### src/rtl/irq_collector.sv
module irq_collector #(
  parameter int NSRC = 32,
  parameter int SYNC = 2,
  parameter int AW   = 8
) (
  input  logic            clk,
  input  logic            rst_n,
  input  logic [NSRC-1:0] irq_req,
  input  logic [AW-1:0]   bus_addr,
  input  logic            bus_wr,
  input  logic [31:0]     bus_wdata,
  input  logic            bus_rd,
  output logic [31:0]     bus_rdata,
  output logic            irq_grp0,
  output logic            irq_grp1
);
  localparam int DW   = 32;
  localparam int GBIT = DW - 1;
  localparam logic [DW-1:0] SRC_MASK = (NSRC >= DW) ? '1 : ((DW'(1) << NSRC) - DW'(1));
  localparam logic [DW-1:0] EN_MASK  = SRC_MASK | (DW'(1) << GBIT);
  localparam logic [AW-1:0] A_PEND0 = AW'(8'h00);
  localparam logic [AW-1:0] A_PEND1 = AW'(8'h04);
  localparam logic [AW-1:0] A_TYPE  = AW'(8'h20);
  localparam logic [AW-1:0] A_RAW   = AW'(8'h30);
  localparam logic [AW-1:0] A_SET   = AW'(8'h34);
  localparam logic [AW-1:0] A_CLR   = AW'(8'h38);

  // SYNC must be at least 2
  logic [SYNC-1:0][NSRC-1:0] sync_q;
  logic [DW-1:0] en_q, typ_q, raw_w, pend0, pend1;
  logic          wr_set, wr_clr, wr_typ;

  always_ff @(posedge clk or negedge rst_n)
    if (!rst_n) sync_q <= '0;
    else        sync_q <= {sync_q[SYNC-2:0], irq_req};

  assign raw_w  = DW'(sync_q[SYNC-1]);
  assign wr_set = bus_wr && (bus_addr == A_SET);
  assign wr_clr = bus_wr && (bus_addr == A_CLR);
  assign wr_typ = bus_wr && (bus_addr == A_TYPE);

  always_ff @(posedge clk or negedge rst_n)
    if (!rst_n) begin
      en_q  <= '0;
      typ_q <= '0;
    end else begin
      en_q <= (en_q | (wr_set ? bus_wdata : '0)) & ~(wr_clr ? bus_wdata : '0) & EN_MASK;
      if (wr_typ) typ_q <= bus_wdata & SRC_MASK;
    end

  assign pend0 = raw_w & en_q & SRC_MASK & ~typ_q;
  assign pend1 = raw_w & en_q & typ_q;

  assign irq_grp0 = en_q[GBIT] & (|pend0);
  assign irq_grp1 = en_q[GBIT] & (|pend1);

  always_ff @(posedge clk or negedge rst_n)
    if (!rst_n) bus_rdata <= '0;
    else if (bus_rd)
      case (bus_addr)
        A_PEND0: bus_rdata <= pend0;
        A_PEND1: bus_rdata <= pend1;
        A_TYPE:  bus_rdata <= typ_q;
        A_RAW:   bus_rdata <= raw_w;
        A_SET:   bus_rdata <= en_q;
        default: bus_rdata <= '0;
      endcase
    else bus_rdata <= '0;

  AST_SET_TAKES: assert property (@(posedge clk) disable iff (!rst_n)
    wr_set |=> ((en_q & $past(bus_wdata & EN_MASK)) == $past(bus_wdata & EN_MASK)));
  AST_CLR_TAKES: assert property (@(posedge clk) disable iff (!rst_n)
    wr_clr |=> ((en_q & $past(bus_wdata)) == '0));
  AST_EN_HOLD: assert property (@(posedge clk) disable iff (!rst_n)
    !(wr_set || wr_clr) |=> $stable(en_q));
  AST_GLOBAL_GATE: assert property (@(posedge clk) disable iff (!rst_n)
    !en_q[GBIT] |-> !(irq_grp0 || irq_grp1));
  AST_RD_IDLE: assert property (@(posedge clk) disable iff (!rst_n)
    !bus_rd |=> (bus_rdata == '0));
  AST_NEEDS_REQ: assert property (@(posedge clk) disable iff (!rst_n)
    (irq_grp0 || irq_grp1) |-> (|sync_q[SYNC-1]));
endmodule

### config.mk
export PLATFORM = sky130hd
export DESIGN_NAME = irq_collector
export DESIGN_NICKNAME = d
export VERILOG_FILES = /design/src/rtl/irq_collector.sv
export SDC_FILE = /design/constraint.sdc
export NUM_CORES = 1
export LEC_CHECK = 0
export BUFFER_PORTS_ARGS = -buffer_cell sky130_fd_sc_hd__buf_2
export CORE_MARGIN = 2
export CORE_UTILIZATION = 30
export CTS_CLUSTER_DIAMETER = 150
export DETAILED_ROUTE_END_ITERATION = 8
export PLACE_DENSITY_LB_ADDON = 0.08
export SLEW_MARGIN = 40
export SYNTH_ARGS = -nofsm -noshare
export SYNTH_HDL_FRONTEND = slang
export SYNTH_SLANG_ARGS = --single-unit
export TNS_END_PERCENT = 5
### constraint.sdc
create_clock -name clk -period 0.9 [get_ports clk]
set_input_delay 0.045 -clock clk [delete_from_list [all_inputs] [get_ports clk]]
set_output_delay 0.045 -clock clk [all_outputs]
set_load 0.005 [all_outputs]
==> reports/qor.txt, run 1 <==
clock-pin slew on the worst setup and hold paths - 60 ps
syn avg cell area - 11.2 um2
I/O pin cnt - 110
CTS Root Cell - clkbuf_16
pwr dens - 1630 mW/mm2
cell with the most instances after synthesis - dfrtp_1
CTS tree - done
first-pass GRT wire length - 36400 um
fraction of layout cells with a size suffix above 1 - 0.421
Worst R2R Path Depth - 5
htree depth - 4
synth warn - 0
Worst Tran Pin Value - 396 ps
Int Pwr - 13.1 mW
post-synth top area share - 0.581
CTS buffer count - 17
Area Overhead vs Synth - 54.2%
xor-xnor portion of the synthesized cell area - 0
status - finished, violations left
Max-Cap Viols - 0
final setup skew - 5.96 ps
clk buf depth - 2
failing checks - negative setup slack
vias per cell - 5.12
All-Layer GR Usage - 0.199
Crit path required time - 850 ps
Mapped Area - 0.00690 mm2
RSZ-0062 raised after global routing - yes
adder-cell share of the synthesized area - 0
core area - 0.0226 mm2
antenna violations before repair - 0
Clk pwr share - 0.446
Crit. End Element - output port
crit path kind - flip-flop to output port
top post-synthesis cells by area - dfrtp_1, mux2_4, a21oi_1, nand3_1, o21ai_0
Congestion Overflow GR - 0
Hold Vio Cnt, Final - 0
Row Count - 55
register area share after synthesis - 0.581
post-synthesis mux area share - 0.0686
EDFF count, synth - 0
# setup viols final - 130
initial DRC count - 427
ANT nets after route - 0
area leader, netlist - dfrtp_1
chip height - 156 um
die area - 0.0242 mm2
Psw - 4.18 mW
largest net degree at the start of global routing - 44
final worst slack - -950 ps
die width - 156 um
Inserted Diodes - 0
Slew Viols, Final - 0
placed cell count - 1115
Synth async-reset ratio - 1.00
Leak - 4.76 nW
Yosys cell types - 42
f_max - 541 MHz
DRT Wirelength - 23800 um
clk sinks - 160
Placer Congestion - 0.836
sw frac - 0.242
Min-Delay Path Class - primary input to asynchronous set/reset pin
vias in the first global route - 6351
Critical Path Fanout Max - 4
Reg power frac - 0.445
TritonRoute pass-1 iters - 5
Mapped Cells - 616
hpwl dp - 15900 um
area share of and/or/nand/nor cells after synthesis - 0.165
Final Cycle Share - 2.06
relative slew slack - 0.736
Via Count - 6275
WP data arrival - 1800 ps
Fillers - 2098
Post-Layout Cell Count - 1225
fin nets - 1003
Initial Util - 0.305
minimum clock period - 1850 ps
DRC - 0
syn nets - 692
largest family of logic cells by synthesized area - simple AND/OR/NAND/NOR gates
FF-to-FF setup slack - -430 ps
Main synth FF type - dfrtp_1
Logic pwr share - 0.109
PortBufs - 109
critical path startpoint category - flip-flop
synth cell count leaders - dfrtp_1, a21oi_1, nand3_1
clk_lat worst skew - 430 ps
worst vdd ir - 0.000948 V
WL/cell - 19.4 um
multi-input logic area - 0.00305 mm2
#FFs+latches synth - 160
FF+latch area - 0.00401 mm2
dpl ws - -804 ps
complex-gate fraction of the synthesized area - 0.156
==> registers in the layout (all words and copies together), names as in the netlist <==
name,count
bus_rdata,32
en_q,32
raw_w,32
sync_q,32
typ_q,32
==> power groups by stage <==
stage,combinational (mW),sequential (mW),clock (mW)
2_1_floorplan,0.461,7.79,0
3_3_place_gp,1.43,7.80,0
3_5_place_dp,1.47,7.81,0
4_1_cts,1.80,7.68,7.86
5_1_grt,2.05,7.72,8.17
6_report,1.88,7.69,7.71
==> critical path, cell delays in order, from the launching register on <==
cell       delay, ps
dfrtp_1          410
nand3b_1         200
o2111ai_2        140
nor4_2           230
buf_4            170
a31oi_4           80
buf_2            150
==> logic make-up after synthesis <==
kind of cell    Yosys count
compound gates          185
buf+inv                  39
flops                   160
mux                      32
simple gates            200
==> through the flow <==
| stage | cell area [um2] | utilization | setup TNS (ps) | total power, mW | hold WS (ps) |
|---|---|---|---|---|---|
| floorplan | 6910 | - | -47560 | 8.25 | -251 |
| CTS | 10400 | 0.460 | -20330 | 17.3 | 29.6 |
| global placement | 8820 | 0.391 | -62220 | 9.23 | -77.8 |
| detailed placement | 8820 | 0.391 | -63810 | 9.27 | -80.3 |
| finish | 10600 | 0.471 | -20830 | 17.3 | 30.6 |
| global route | 10600 | 0.471 | -27560 | 17.9 | 59.4 |
==> timing repair <==
action,4_1_cts,5_1_grt
setup endpoints to repair,130,130
cloned,3,0
pin swaps,30,29
endpoints found under the hold margin,256,0
setup buffers,4,7
hold buffers,65,0
gates resized for setup,54,49
==> layout by cell type (no fill, tap or decap), drive strengths merged <==
master	n
clkinv	3
or3	10
nor3b	12
or4b	1
nand3b	17
nor2	5
nand2	44
and4	1
or4	2
dlygate4sd3	65
o21ai	44
clkinvlp	3
nand3	53
a32oi	16
a21oi	79
or3b	1
nor4bb	1
and3	1
nand2b	14
clkbuf	22
nor4b	1
inv	5
nor2b	1
dfrtp	160
nand4	8
buf	261
bufinv	3
o211ai	13
o22ai	5
o2111ai	5
nor3	21
or2	1
nand4bb	1
a31oi	23
mux2	32
nor4	6
==> path summary, 6_finish.rpt <==
check	startpoint	to
max reg2reg	typ_q[28]	bus_rdata[28]
min	rst_n	en_q[29]
max	en_q[28]	irq_grp0
min reg2reg	sync_q[19]	raw_w[19]
min in group clk	bus_rd	bus_rdata[26]
max in group asynchronous	rst_n	en_q[5]
==> layout make-up <==
cell class                 count  area share
clock buffer                  21      0.0442
tap                          285      0.0335
multi-input combinational    418       0.287
inverter                       3     0.00106
sequential                   160       0.377
clock inverter                11      0.0144
timing repair buffer         327       0.243
==> per-layer routing <==
layer	GRT usage	part of all wire
met3	0.0403	0.046
met1	0.295	0.49
met4	0.0612	0.012
met2	0.294	0.45
met5	0	0
Power figures use the tool's default switching activity.
==> run 2: changes to the inputs <==
- CORE_MARGIN: 2 -> 1
==> reports/qor.txt, run 2 (synthesis results as in run 1) <==
worst r2r src - en_q[29]
Initial Util - 0.305
Critical Path Fanout Max - 4
Post-Layout Cell Count - 1221
Crit path max-delay family - simple AND/OR/NAND/NOR gates
CTS buffer count - 17
# setup viols final - 130
first-pass GRT wire length - 36700 um
CTS tree - done
RSZ-0062 raised after global routing - yes
status - finished, violations left
Fin Hold WS - 8.44 ps
sequence of cells on the critical path - buf_6 > nand3_4 > nand4_1 > nor4_2 > buf_4 > a21oi_4 > buf_2
f_max - 535 MHz
post-route cell area - 0.0107 mm2
vias per cell - 5.12
clk_lat worst skew - 430 ps
clk sinks - 160
final setup skew - 8.33 ps
Leak - 4.80 nW
Min-Delay Path Class - primary input to asynchronous set/reset pin
commonest non-fill, non-tap cell in the layout - dfrtp_1
most frequent cells in the layout - dfrtp_1, buf_4, buf_2
Crit path required time - 850 ps
M3 GR Usage - 0.0609
Fillers - 2101
chip height - 154 um
DRC - 0
CTS Root Cell - clkbuf_16
clk buf depth - 2
placed cell count - 1108
antenna violations before repair - 2
FF-to-FF setup slack - -420 ps
crit path kind - flip-flop to output port
critical path startpoint category - flip-flop
dpl cell area - 0.00881 mm2
Final Cycle Share - 2.08
I/O pin cnt - 110
Crit-path slowest cell - dfrtp_1
htree depth - 4
failing checks - negative setup slack
fin nets - 998
final worst slack - -969 ps
crit path capture - irq_grp1
die width - 154 um
die area - 0.0236 mm2
largest net degree at the start of global routing - 61
hpwl dp - 15400 um
DRT Wirelength - 23200 um
Worst Tran Pin Value - 414 ps
All-Layer GR Usage - 0.206
pwr dens - 1570 mW/mm2
Via Count - 6251
met2 Use GR - 0.315
Crit. End Element - output port
Worst R2R Path Depth - 7
FF-to-FF End - bus_rdata[29]
Top Usage Layer GRT - met2
Row Count - 55
dpl ws - -794 ps
minimum clock period - 1870 ps
Largest stage delay, worst path - 410 ps
Critical Path Stages - 7
Hold Vio Cnt, Final - 0
Worst Setup SP - en_q[2]
WL/cell - 19.0 um
Placer Congestion - 0.840
Buffers & Inverters on Critical Path - 3
WP data arrival - 1820 ps
Area Overhead vs Synth - 54.8%
Tot Pwr - 16.7 mW
Slew Viols, Final - 0
PortBufs - 109
M1 GR Usage - 0.282
Congestion Overflow GR - 0
fraction of layout cells with a size suffix above 1 - 0.420
Max-Cap Viols - 0
TritonRoute pass-1 iters - 6
initial DRC count - 348
relative slew slack - 0.724
clock-pin slew on the worst setup and hold paths - 70 ps
vias in the first global route - 6558
core area - 0.0226 mm2
ANT nets after route - 0
worst vdd ir - 0.000858 V
run 2: cell count changes in the layout (fill, tap and decap cells not counted), moves of 3 or more:
cell,before,now
buf_6,11,17
buf_4,133,118
o21ai_1,13,10
buf_12,10,14
a21oi_2,9,6
o21ai_2,3,8
run 2: what timing repair did:
action,in CTS,in global routing
pin swaps,35,21
gates resized for setup,79,33
buffers inserted,7,4
hold endpoints to repair,256,0
cloned,4,0
hold buffers,65,0
endpoints found under the setup margin,130,130
run 2: layout make-up:
cell class,instances,area (um2),area share
diodes,1,2.50,0.000234
clock buffers,19,453,0.0424
clock inverters,13,128,0.0120
inverters,3,11.3,0.00106
multi-input cells,418,3080,0.289
flip-flops and latches,160,4010,0.375
well taps,285,357,0.0334
repair buffers,322,2630,0.247
run 2: where the power goes:
group          switching [mW]  internal (mW)  leakage [nW]
combinational           0.866           1.05          2.44
sequential              0.220           7.47          2.07
clock                    3.12           4.01         0.283
total                    4.21           12.5          4.80
run 2: worst min-delay path by stage:
| stage | from | to | depth (start not counted) |
|---|---|---|---|
| floorplan | rst_n | bus_rdata[0] | 0 |
| CTS | rst_n | bus_rdata[15] | 2 |
| detailed placement | rst_n | bus_rdata[15] | 1 |
| finish | rst_n | bus_rdata[15] | 2 |
| global route | rst_n | typ_q[0] | 2 |
| global placement | rst_n | raw_w[7] | 1 |
run 2: per-stage QoR:
step / TNS [ps] / utilization
after floorplan: -47560 / -
after global placement: -63880 / 0.390
after detailed placement: -64240 / 0.390
after CTS: -21860 / 0.466
after global routing: -26840 / 0.473
final: -21000 / 0.473
run 2: routing by layer:
| metal | routed length [um] | vias up | share of wire |
|---|---|---|---|
| met5 | 12 | - | 0.00052 |
| met4 | 368 | 2 | 0.016 |
| met3 | 1530 | 33 | 0.066 |
| met2 | 10500 | 213 | 0.45 |
| met1 | 10800 | 3075 | 0.46 |
| li1 | - | 2928 | - |
==> run 3: changes to the inputs <==
- CORE_ASPECT_RATIO: not set -> 0.7
==> reports/qor.txt, run 3 (synthesis results as in run 1) <==
status - finished, violations left
failing checks - negative setup slack
# setup viols final - 130
M3 GR Usage - 0.0524
WP data arrival - 1860 ps
Critical Path Fanout Max - 4
Initial Util - 0.305
CTS buffer count - 17
Leak - 4.72 nW
worst vdd ir - 0.00137 V
Worst Tran Pin Value - 470 ps
DRC - 0
Area Overhead vs Synth - 54.8%
hpwl dp - 16300 um
I/O pin cnt - 110
Util after Layout - 0.472
All-Layer GR Usage - 0.210
fraction of layout cells with a size suffix above 1 - 0.427
FF-to-FF setup slack - -410 ps
Top Usage Layer GRT - met1
final worst slack - -1010 ps
M1 GR Usage - 0.312
TritonRoute pass-1 iters - 7
Max-Cap Viols - 0
Worst Setup SP - en_q[15]
final setup skew - 9.54 ps
Hold Vio Cnt, Final - 0
FF-to-FF End - bus_rdata[29]
vias in the first global route - 6290
ANT nets after route - 0
initial DRC count - 412
die width - 183 um
commonest non-fill, non-tap cell in the layout - dfrtp_1
WL/cell - 19.3 um
Tot Pwr - 16.7 mW
core area - 0.0226 mm2
chip height - 129 um
most frequent cells in the layout - dfrtp_1, buf_4, buf_2
Final TNS setup - -23220 ps
first-pass GRT wire length - 36500 um
minimum clock period - 1910 ps
Crit. End Element - output port
worst r2r src - typ_q[29]
clk sinks - 160
critical path startpoint category - flip-flop
Row Count - 46
DRT Wirelength - 24000 um
clock-pin slew on the worst setup and hold paths - 60 ps
Slew Viols, Final - 0
f_max - 525 MHz
Via Count - 6294
PortBufs - 109
Min-Delay Path Class - primary input to asynchronous set/reset pin
CTS tree - done
dpl ws - -827 ps
Inserted Diodes - 0
fin nets - 995
clk_lat worst skew - 430 ps
CTS Root Cell - clkbuf_16
Worst R2R Path Depth - 6
Final Cycle Share - 2.12
Crit path required time - 850 ps
vias per cell - 5.06
htree depth - 4
pwr dens - 1570 mW/mm2
RSZ-0062 raised after global routing - yes
antenna violations before repair - 0
die area - 0.0236 mm2
relative slew slack - 0.686
largest net degree at the start of global routing - 46
Congestion Overflow GR - 0
met2 Use GR - 0.296
clk buf depth - 2
Placer Congestion - 0.839
crit path capture - irq_grp0
crit path kind - flip-flop to output port
Fin Hold WS - 15.6 ps
-- run 3: per-layer routing --
layer,vias to the layer above,share of wire
li1,2907,-
met5,-,0
met4,0,0.016
met1,3120,0.50
met2,239,0.42
met3,28,0.062
-- run 3: worst max-delay path: stages, from the launching register on --
cell	delay, ps
dfrtp_1	370
buf_4	130
nand2_1	70
o22ai_1	260
nor4_2	70
buf_4	140
a31oi_1	230
buf_2	160
-- run 3: area by class of cell --
class                           instances  area [um2]
Fill cell                            2050       11900
Sequential cell                       160        4010
Multi-Input combinational cell        417        3120
Timing Repair Buffer                  320        2580
Clock buffer                           18         429
Tap cell                              312         390
Clock inverter                         13         138
Inverter                                3        11.3
-- run 3: timing repair --
item,in CTS,in global routing
setup buffers,3,7
pin swaps,47,33
resized for setup,98,40
hold buffers,65,0
endpoints found under the hold margin,256,0
setup endpoints to repair,130,130
-- run 3: worst min path at each step --
stage,from,endpoint,slack (ps),depth (start not counted)
6_report,rst_n,raw_w[7],20,2
5_1_grt,rst_n,bus_rdata[15],30,2
3_5_place_dp,rst_n,sync_q[9],-100,1
2_1_floorplan,rst_n,bus_rdata[0],-250,0
4_1_cts,rst_n,raw_w[7],8,2
3_3_place_gp,rst_n,sync_q[9],-110,1
-- run 3: per-stage QoR --
stage	cells	area, um2
2_1_floorplan	616	6910
3_3_place_gp	1140	8830
3_5_place_dp	1140	8830
4_1_cts	1237	10500
5_1_grt	1243	10700
6_report	1243	10700
-- run 3: report_power, final --
group          internal (mW)  switching [mW]
clock network           4.07            3.03
registers               7.48           0.222
logic                   1.05           0.885
total                   12.6            4.14
